[src/rtl/oled_boot_pkg.sv]
package oled_boot_pkg;

    localparam int STEPS  = 24;
    localparam int PTR_W  = $clog2(STEPS);

    typedef struct packed {
        logic [7:0] idx;
        logic [7:0] val;
        logic       has_val;
        logic       pause;
    } step_t;

    typedef enum logic [2:0] {
        SQ_IDLE, SQ_RST_HI, SQ_RST_LO, SQ_IDX, SQ_VAL, SQ_PAUSE
    } seq_e;

    typedef enum logic [1:0] {
        TX_IDLE, TX_SHIFT, TX_GAP
    } tx_e;

endpackage

[src/rtl/oled_boot_rom.sv]
module oled_boot_rom
    import oled_boot_pkg::*;
(
    input  logic [PTR_W-1:0] addr,
    output step_t            step
);
    // Script order is behaviour: each entry is one write, pause marks the settle waits.
    always_comb begin
        case (addr)
            5'd0:    step = '{8'h04, 8'h03, 1'b1, 1'b1};
            5'd1:    step = '{8'h04, 8'h00, 1'b1, 1'b1};
            5'd2:    step = '{8'h3B, 8'h00, 1'b1, 1'b0};
            5'd3:    step = '{8'h02, 8'h01, 1'b1, 1'b0};
            5'd4:    step = '{8'h03, 8'h90, 1'b1, 1'b0};
            5'd5:    step = '{8'h80, 8'h01, 1'b1, 1'b0};
            5'd6:    step = '{8'h08, 8'h04, 1'b1, 1'b0};
            5'd7:    step = '{8'h09, 8'h05, 1'b1, 1'b0};
            5'd8:    step = '{8'h0A, 8'h05, 1'b1, 1'b0};
            5'd9:    step = '{8'h0B, 8'h9D, 1'b1, 1'b0};
            5'd10:   step = '{8'h0C, 8'h8C, 1'b1, 1'b0};
            5'd11:   step = '{8'h0D, 8'h57, 1'b1, 1'b0};
            5'd12:   step = '{8'h10, 8'h56, 1'b1, 1'b0};
            5'd13:   step = '{8'h11, 8'h4D, 1'b1, 1'b0};
            5'd14:   step = '{8'h12, 8'h46, 1'b1, 1'b0};
            5'd15:   step = '{8'h13, 8'h00, 1'b1, 1'b0};
            5'd16:   step = '{8'h14, 8'h01, 1'b1, 1'b0};
            5'd17:   step = '{8'h16, 8'h66, 1'b1, 1'b0};
            5'd18:   step = '{8'h28, 8'h7F, 1'b1, 1'b0};
            5'd19:   step = '{8'h29, 8'h00, 1'b1, 1'b0};
            5'd20:   step = '{8'h06, 8'h01, 1'b1, 1'b0};
            5'd21:   step = '{8'h05, 8'h00, 1'b1, 1'b0};
            5'd22:   step = '{8'h15, 8'h00, 1'b1, 1'b0};
            default: step = '{8'h22, 8'h00, 1'b0, 1'b0};
        endcase
    end
endmodule

[src/rtl/oled_spi_tx.sv]
module oled_spi_tx
    import oled_boot_pkg::*;
#(
    parameter int SCK_HALF = 2
) (
    input  logic       clk,
    input  logic       rst_n,
    input  logic       go,
    input  logic [7:0] byte_in,
    input  logic       dc_in,
    output logic       sck,
    output logic       mosi,
    output logic       cs_n,
    output logic       dc,
    output logic       idle
);
    localparam int CW = $clog2(SCK_HALF) + 1;

    typedef struct packed {
        tx_e          st;
        logic [7:0]   sh;
        logic [2:0]   bits;
        logic [CW-1:0] cnt;
        logic         sck;
        logic         cs_n;
        logic         dc;
    } tx_t;

    tx_t q, d;
    logic half_end;

    assign half_end = (q.cnt == CW'(SCK_HALF - 1));

    always_comb begin
        d = q;
        case (q.st)
            TX_IDLE: begin
                if (go) begin
                    d.st   = TX_SHIFT;
                    d.sh   = byte_in;
                    d.bits = '0;
                    d.cnt  = '0;
                    d.sck  = 1'b0;
                    d.cs_n = 1'b0;
                    d.dc   = dc_in;
                end
            end
            TX_SHIFT: begin
                if (half_end) begin
                    d.cnt = '0;
                    if (!q.sck) begin
                        d.sck = 1'b1;
                    end else begin
                        d.sck = 1'b0;
                        if (q.bits == 3'd7) begin
                            d.cs_n = 1'b1;
                            d.st   = TX_GAP;
                        end else begin
                            d.bits = q.bits + 3'd1;
                            d.sh   = {q.sh[6:0], 1'b0};
                        end
                    end
                end else begin
                    d.cnt = q.cnt + CW'(1);
                end
            end
            TX_GAP: begin
                if (half_end) begin
                    d.cnt = '0;
                    d.st  = TX_IDLE;
                end else begin
                    d.cnt = q.cnt + CW'(1);
                end
            end
            default: d.st = TX_IDLE;
        endcase
    end

    always_ff @(posedge clk or negedge rst_n) begin
        if (!rst_n) begin
            q <= '{st: TX_IDLE, sh: '0, bits: '0, cnt: '0, sck: 1'b0, cs_n: 1'b1, dc: 1'b0};
        end else begin
            q <= d;
        end
    end

    assign sck  = q.sck;
    assign mosi = q.sh[7];
    assign cs_n = q.cs_n;
    assign dc   = q.dc;
    assign idle = (q.st == TX_IDLE);


    sck_in_frame_chk: assert property (@(posedge clk) disable iff (!rst_n)
        q.sck |-> !q.cs_n);

    mosi_hold_chk: assert property (@(posedge clk) disable iff (!rst_n)
        (q.sck && $past(q.sck)) |-> $stable(mosi));

    dc_hold_chk: assert property (@(posedge clk) disable iff (!rst_n)
        (!q.cs_n && $past(!q.cs_n)) |-> $stable(q.dc));
endmodule

[src/rtl/oled_boot_seq.sv]
module oled_boot_seq
    import oled_boot_pkg::*;
#(
    parameter int CLK_HZ   = 50_000_000,
    parameter int WAIT_MS  = 5,
    parameter int SCK_HALF = 4,
    parameter int RST_CYC  = 64
) (
    input  logic clk,
    input  logic rst_n,
    input  logic start,
    output logic spi_sck,
    output logic spi_mosi,
    output logic spi_cs_n,
    output logic panel_dc,
    output logic panel_rst,
    output logic busy,
    output logic done
);
    localparam int WAIT_CYC = (CLK_HZ / 1000) * WAIT_MS;
    localparam int CNT_MAX  = (WAIT_CYC > RST_CYC) ? WAIT_CYC : RST_CYC;
    localparam int CW       = $clog2(CNT_MAX + 1);

    typedef struct packed {
        seq_e             st;
        logic [PTR_W-1:0] ptr;
        logic [CW-1:0]    cnt;
        logic             sent;
        logic             go;
        logic             prst;
        logic             done;
    } seq_t;

    seq_t  q, d;
    step_t step;
    logic  tx_idle;
    logic  byte_done;

    oled_boot_rom u_rom (
        .addr (q.ptr),
        .step (step)
    );

    oled_spi_tx #(.SCK_HALF(SCK_HALF)) u_tx (
        .clk     (clk),
        .rst_n   (rst_n),
        .go      (q.go),
        .byte_in ((q.st == SQ_VAL) ? step.val : step.idx),
        .dc_in   (q.st == SQ_VAL),
        .sck     (spi_sck),
        .mosi    (spi_mosi),
        .cs_n    (spi_cs_n),
        .dc      (panel_dc),
        .idle    (tx_idle)
    );

    // frame finished: launched, the shifter has seen the launch and is back idle
    assign byte_done = q.sent && !q.go && tx_idle;

    always_comb begin
        d      = q;
        d.go   = 1'b0;
        d.done = 1'b0;
        case (q.st)
            SQ_IDLE: begin
                if (start) begin
                    d.st   = SQ_RST_HI;
                    d.cnt  = '0;
                    d.ptr  = '0;
                    d.sent = 1'b0;
                    d.prst = 1'b1;
                end
            end
            SQ_RST_HI: begin
                if (q.cnt == CW'(RST_CYC - 1)) begin
                    d.cnt  = '0;
                    d.prst = 1'b0;
                    d.st   = SQ_RST_LO;
                end else begin
                    d.cnt = q.cnt + CW'(1);
                end
            end
            SQ_RST_LO: begin
                if (q.cnt == CW'(RST_CYC - 1)) begin
                    d.cnt = '0;
                    d.st  = SQ_IDX;
                end else begin
                    d.cnt = q.cnt + CW'(1);
                end
            end
            SQ_IDX, SQ_VAL: begin
                if (!q.sent) begin
                    d.go   = 1'b1;
                    d.sent = 1'b1;
                end else if (byte_done) begin
                    d.sent = 1'b0;
                    if (q.st == SQ_IDX) begin
                        if (step.has_val) begin
                            d.st = SQ_VAL;
                        end else begin
                            d.st   = SQ_IDLE;
                            d.done = 1'b1;
                        end
                    end else if (step.pause) begin
                        d.st  = SQ_PAUSE;
                        d.cnt = '0;
                    end else begin
                        d.ptr = q.ptr + PTR_W'(1);
                        d.st  = SQ_IDX;
                    end
                end
            end
            SQ_PAUSE: begin
                if (q.cnt == CW'(WAIT_CYC - 1)) begin
                    d.cnt = '0;
                    d.ptr = q.ptr + PTR_W'(1);
                    d.st  = SQ_IDX;
                end else begin
                    d.cnt = q.cnt + CW'(1);
                end
            end
            default: d.st = SQ_IDLE;
        endcase
    end

    always_ff @(posedge clk or negedge rst_n) begin
        if (!rst_n) begin
            q <= '{st: SQ_IDLE, ptr: '0, cnt: '0, sent: 1'b0, go: 1'b0, prst: 1'b0, done: 1'b0};
        end else begin
            q <= d;
        end
    end

    assign panel_rst = q.prst;
    assign busy      = (q.st != SQ_IDLE);
    assign done      = q.done;


    quiet_in_reset_chk: assert property (@(posedge clk) disable iff (!rst_n)
        panel_rst |-> spi_cs_n);

    done_single_chk: assert property (@(posedge clk) disable iff (!rst_n)
        done |=> !done);

    busy_end_done_chk: assert property (@(posedge clk) disable iff (!rst_n)
        $fell(busy) |-> done);

    done_idle_chk: assert property (@(posedge clk) disable iff (!rst_n)
        done |-> (!busy && spi_cs_n));

    ptr_range_chk: assert property (@(posedge clk) disable iff (!rst_n)
        busy |-> (q.ptr < PTR_W'(STEPS)));
endmodule

[config.mk]
export PLATFORM = sky130hd
export DESIGN_NAME = oled_boot_seq
export DESIGN_NICKNAME = d
export VERILOG_FILES = /design/src/rtl/oled_boot_pkg.sv /design/src/rtl/oled_boot_rom.sv /design/src/rtl/oled_spi_tx.sv /design/src/rtl/oled_boot_seq.sv
export SDC_FILE = /design/constraint.sdc
export NUM_CORES = 1
export LEC_CHECK = 0
export ABC_AREA = 1
export BUFFER_PORTS_ARGS = -buffer_cell sky130_fd_sc_hd__buf_2
export CORE_MARGIN = 1
export CORE_UTILIZATION = 29
export CTS_BUF_LIST = sky130_fd_sc_hd__clkbuf_8 sky130_fd_sc_hd__clkbuf_16
export CTS_CLUSTER_SIZE = 14
export DETAILED_ROUTE_END_ITERATION = 12
export PLACE_DENSITY_LB_ADDON = 0.12
export SETUP_SLACK_MARGIN = 0.3
export SYNTH_ARGS = -nofsm -noshare
export SYNTH_HDL_FRONTEND = slang
export SYNTH_HIERARCHICAL = 1
export SYNTH_SLANG_ARGS = --single-unit
[constraint.sdc]
create_clock -name clk -period 1.66 [get_ports clk]
set_input_delay 0.083 -clock clk [delete_from_list [all_inputs] [get_ports clk]]
set_output_delay 0.083 -clock clk [all_outputs]
set_load 0.03 [all_outputs]
==> impl_metrics.ini <==
[yosys]
ys_seq_area_share_pct = 31.0
netlist_area_mm2 = 0.00396
synthMuxAreaShare_pct = 0
synth_top_family_by_area = simple AND/OR/NAND/NOR gates
ys_ff_latch = 49
ys_types = 36
yosysWarnings = 6
synth_xor_area_share_pct = 2.43
synthAdderAreaFrac_pct = 6.32
netlist_instances = 582
synth_area_per_cell_um2 = 6.80
syn-num-nets = 605
synth-compound-area-share_pct = 5.62
synth-simple-area-share_pct = 44.4

[drt]
detail-route-antenna-nets = 0
dr.pass1.iters = 5
routed-via-count = 3929
avgRoutedWirePerCell_um = 13.2
drtIter0Drc = 228
avgViaCountPerCell = 4.71
wirelength_mm = 11.1
drc_errors = 0

[setup_path]
startpoint = u_tx/q[17]$_DFFE_PN0P_
max_stage_delay_ps = 400
crit_path_end_kind = flip-flop
cp.arrival_ps = 1840
crit_path_end = q[21]$_DFFE_PN0P_
critical_path_cell_count = 12
rr_endpoint = q[21]$_DFFE_PN0P_
critPathTopFamily = simple AND/OR/NAND/NOR gates
r2r-start = u_tx/q[17]$_DFFE_PN0P_
r2r_cells = 12
worstSetupPathType = reg2reg
cpMaxStageDelayCell = dfrtp_1
r2r_slack_ps = 10
crit_top_cell = nand2_2
required_ps = 1850
cp_max_fo = 7
worstSetupStartpointType = flip-flop
worstPathCellList = inv_2 -> ha_4 -> nand2_4 -> nor2_4 -> nand2_2 -> nand2_2 -> nand2_2 -> nor2_4 -> buf_12 -> inv_12 -> nand2_2 -> nand3_2
crit_buf_inv = 3

[clocking]
clkTransAtPathRegs_ps = 70
insertion_delay_ps = 300
cts_buffers = 5
cts_num_sinks = 49
clk_path_buf_depth = 2
htreeDepth = 2
cts_tree = built
root_buffer = clkbuf_16

[floorplan]
start_util_pct = 29.8
pin_count = 10
chipHeight_um = 119
coreArea_mm2 = 0.0133
num_rows = 42
die_w_um = 119
dieArea_mm2 = 0.0141

[grt]
first_global_vias = 3775
grt_max_degree = 30
grt_pass1_wl_mm = 18.6
antenna_found_initial = 0
grtUsageTotal_pct = 16.5
overflow = 0

[pwr]
p_per_area_mw_per_mm2 = 423
ir_drop_v = 0.000311
leakage_nw = 2.71
p_total_mw = 2.31

[finish]
postLayoutCellArea_mm2 = 0.00545
drive_gt1_share_pct = 37.9
nets = 681
fin_util_pct = 41.0
antenna_cells = 0
area_growth_pct = 37.7

[worst_hold_path]
min_path_type = in2reg

[sta]
tightest_slew_ps = 558
slew_headroom_pct = 62.8
rsz0062_at_grt = yes
period_share_pct = 99.4
fin_tns_setup_ps = 0
setup_viol = 0
slew_violations = 0
fin_crit_ps = 1650
fmax_mhz = 606
finalHoldViolations = 0
hold_ws_ps = 156
fin_skew_ps = 2.46

[placement]
post_dp_cell_area_mm2 = 0.00451
post-dp-hpwl_mm = 7.98
gp_congestion = 0.854
io_buffer_count = 9

[run]
drv_cap = 0

[run_status]
status = finished, final reports clean
-- stage by stage --
| stage | worst slack [ps] | std cells |
|---|---|---|
| 2_1_floorplan | 49.6 | 582 |
| 3_3_place_gp | 23.0 | 794 |
| 3_5_place_dp | 13.9 | 794 |
| 4_1_cts | 44.0 | 818 |
| 5_1_grt | -95.0 | 835 |
| 6_report | 9.82 | 835 |
-- cell type report --
| type | count | area (um2) |
|---|---|---|
| multi-input combinational | 451 | 2840 |
| fill | 1384 | 7840 |
| clock inverter | 2 | 7.51 |
| inverter | 67 | 287 |
| clock buffer | 6 | 139 |
| timing repair inverter | 1 | 8.76 |
| sequential | 49 | 1240 |
| timing repair buffer | 83 | 707 |
| tap | 176 | 220 |
-- synthesized netlist by cell type --
cell type	number	area (um2)
a21boi_0	1	7.51
a21oi_1	8	40.0
a21oi_4	2	32.5
a31oi_1	1	6.26
and2_1	2	12.5
and3_1	1	6.26
buf_2	3	15.0
buf_4	5	37.5
buf_6	8	90.1
clkinv_1	1	3.75
conb_1	1	3.75
dfrtp_1	48	1200
dfstp_2	1	26.3
ha_1	20	250
inv_1	56	210
inv_2	7	26.3
inv_4	3	18.8
nand2_1	196	736
nand2_2	10	62.6
nand2_4	2	22.5
nand3_1	87	435
nand3_2	4	40.0
nand4_1	21	131
nor2_1	43	161
nor2_2	4	25.0
nor2_4	5	56.3
nor2_8	2	40.0
nor3_1	2	10.0
o211ai_1	4	30.0
o21a_1	1	7.51
o21ai_0	18	90.1
o21ai_2	1	8.76
or2_1	1	6.26
or2_2	2	12.5
xnor2_1	2	17.5
xor2_1	9	78.8
-- worst register-to-register path, stage by stage, from the launching register on --
cell,delay (ps)
dfrtp_1,400
inv_2,90
ha_4,160
nand2_4,60
nor2_4,140
nand2_2,60
nand2_2,60
nand2_2,60
nor2_4,190
buf_12,150
inv_12,50
nand2_2,60
nand3_2,50
-- metal layers --
metal  up-vias  routed length, um  global-route usage [%]
met5         -                  0                       0
met4         0                186                    5.22
met3        11                354                    2.87
met2        53               5240                    26.6
met1      1837               5280                    22.5
li1       2028                  -                       -
-- state kept, by name, summed over array words and instances (netlist names) --
signal / count
u_tx/mosi: 1
done: 1
q: 28
u_tx/q: 15
u_tx/dc: 1
u_tx/cs_n: 1
u_tx/sck: 1
panel_rst: 1
-- where the power goes --
part | internal [mW] | switching (mW) | total, mW
clock | 0.591 | 0.478 | 1.07
sequential | 1.19 | 0.000574 | 1.20
combinational | 0.0100 | 0.0316 | 0.0416
-- cells in the final DEF, fill, tap and decap left out, drive strengths merged --
master	instances
o21ai	19
ha	20
nand4	21
and2	2
dlygate4sd3	1
a31oi	1
nor3	2
dfstp	1
nand2	209
or2	3
clkbuf	6
a21boi	1
inv	68
buf	82
dfrtp	48
a21oi	10
and3	1
xnor2	2
conb	1
o211ai	4
nor2	54
clkinv	2
nand3	91
o21a	1
xor2	9
-- how the worst min path moves through the flow --
stage / from / to / slack (ps) / cells past startpoint
5_1_grt: start / panel_rst$_DFFE_PN0P_ / 190 / 5
2_1_floorplan: rst_n / done$_DFF_PN0_ / -210 / 0
4_1_cts: start / panel_rst$_DFFE_PN0P_ / 150 / 5
6_report: start / panel_rst$_DFFE_PN0P_ / 160 / 5
3_5_place_dp: rst_n / u_tx/mosi$_DFFE_PN0P_ / 110 / 1
3_3_place_gp: rst_n / u_tx/q[14]$_DFFE_PN0P_ / 100 / 1
-- timing repair --
item	in CTS	in global routing
gates cloned	2	0
hold endpoints to repair	19	0
resized for setup	55	99
setup buffers	13	17
setup endpoints to repair	46	46
hold buffers	1	0
pin swaps	27	40
-- logic make-up (layout without fill, tap and decap cells) --
kind of cell	count (synthesis)	in the layout
buffers and inverters	83	159
AO/OA/AOI/OAI	36	36
other	1	1
adder cells (fa/ha/maj)	20	20
AND/OR/NAND/NOR	382	383
flip-flops	49	49
XOR/XNOR	11	11
(Power assumes the default switching activity.)
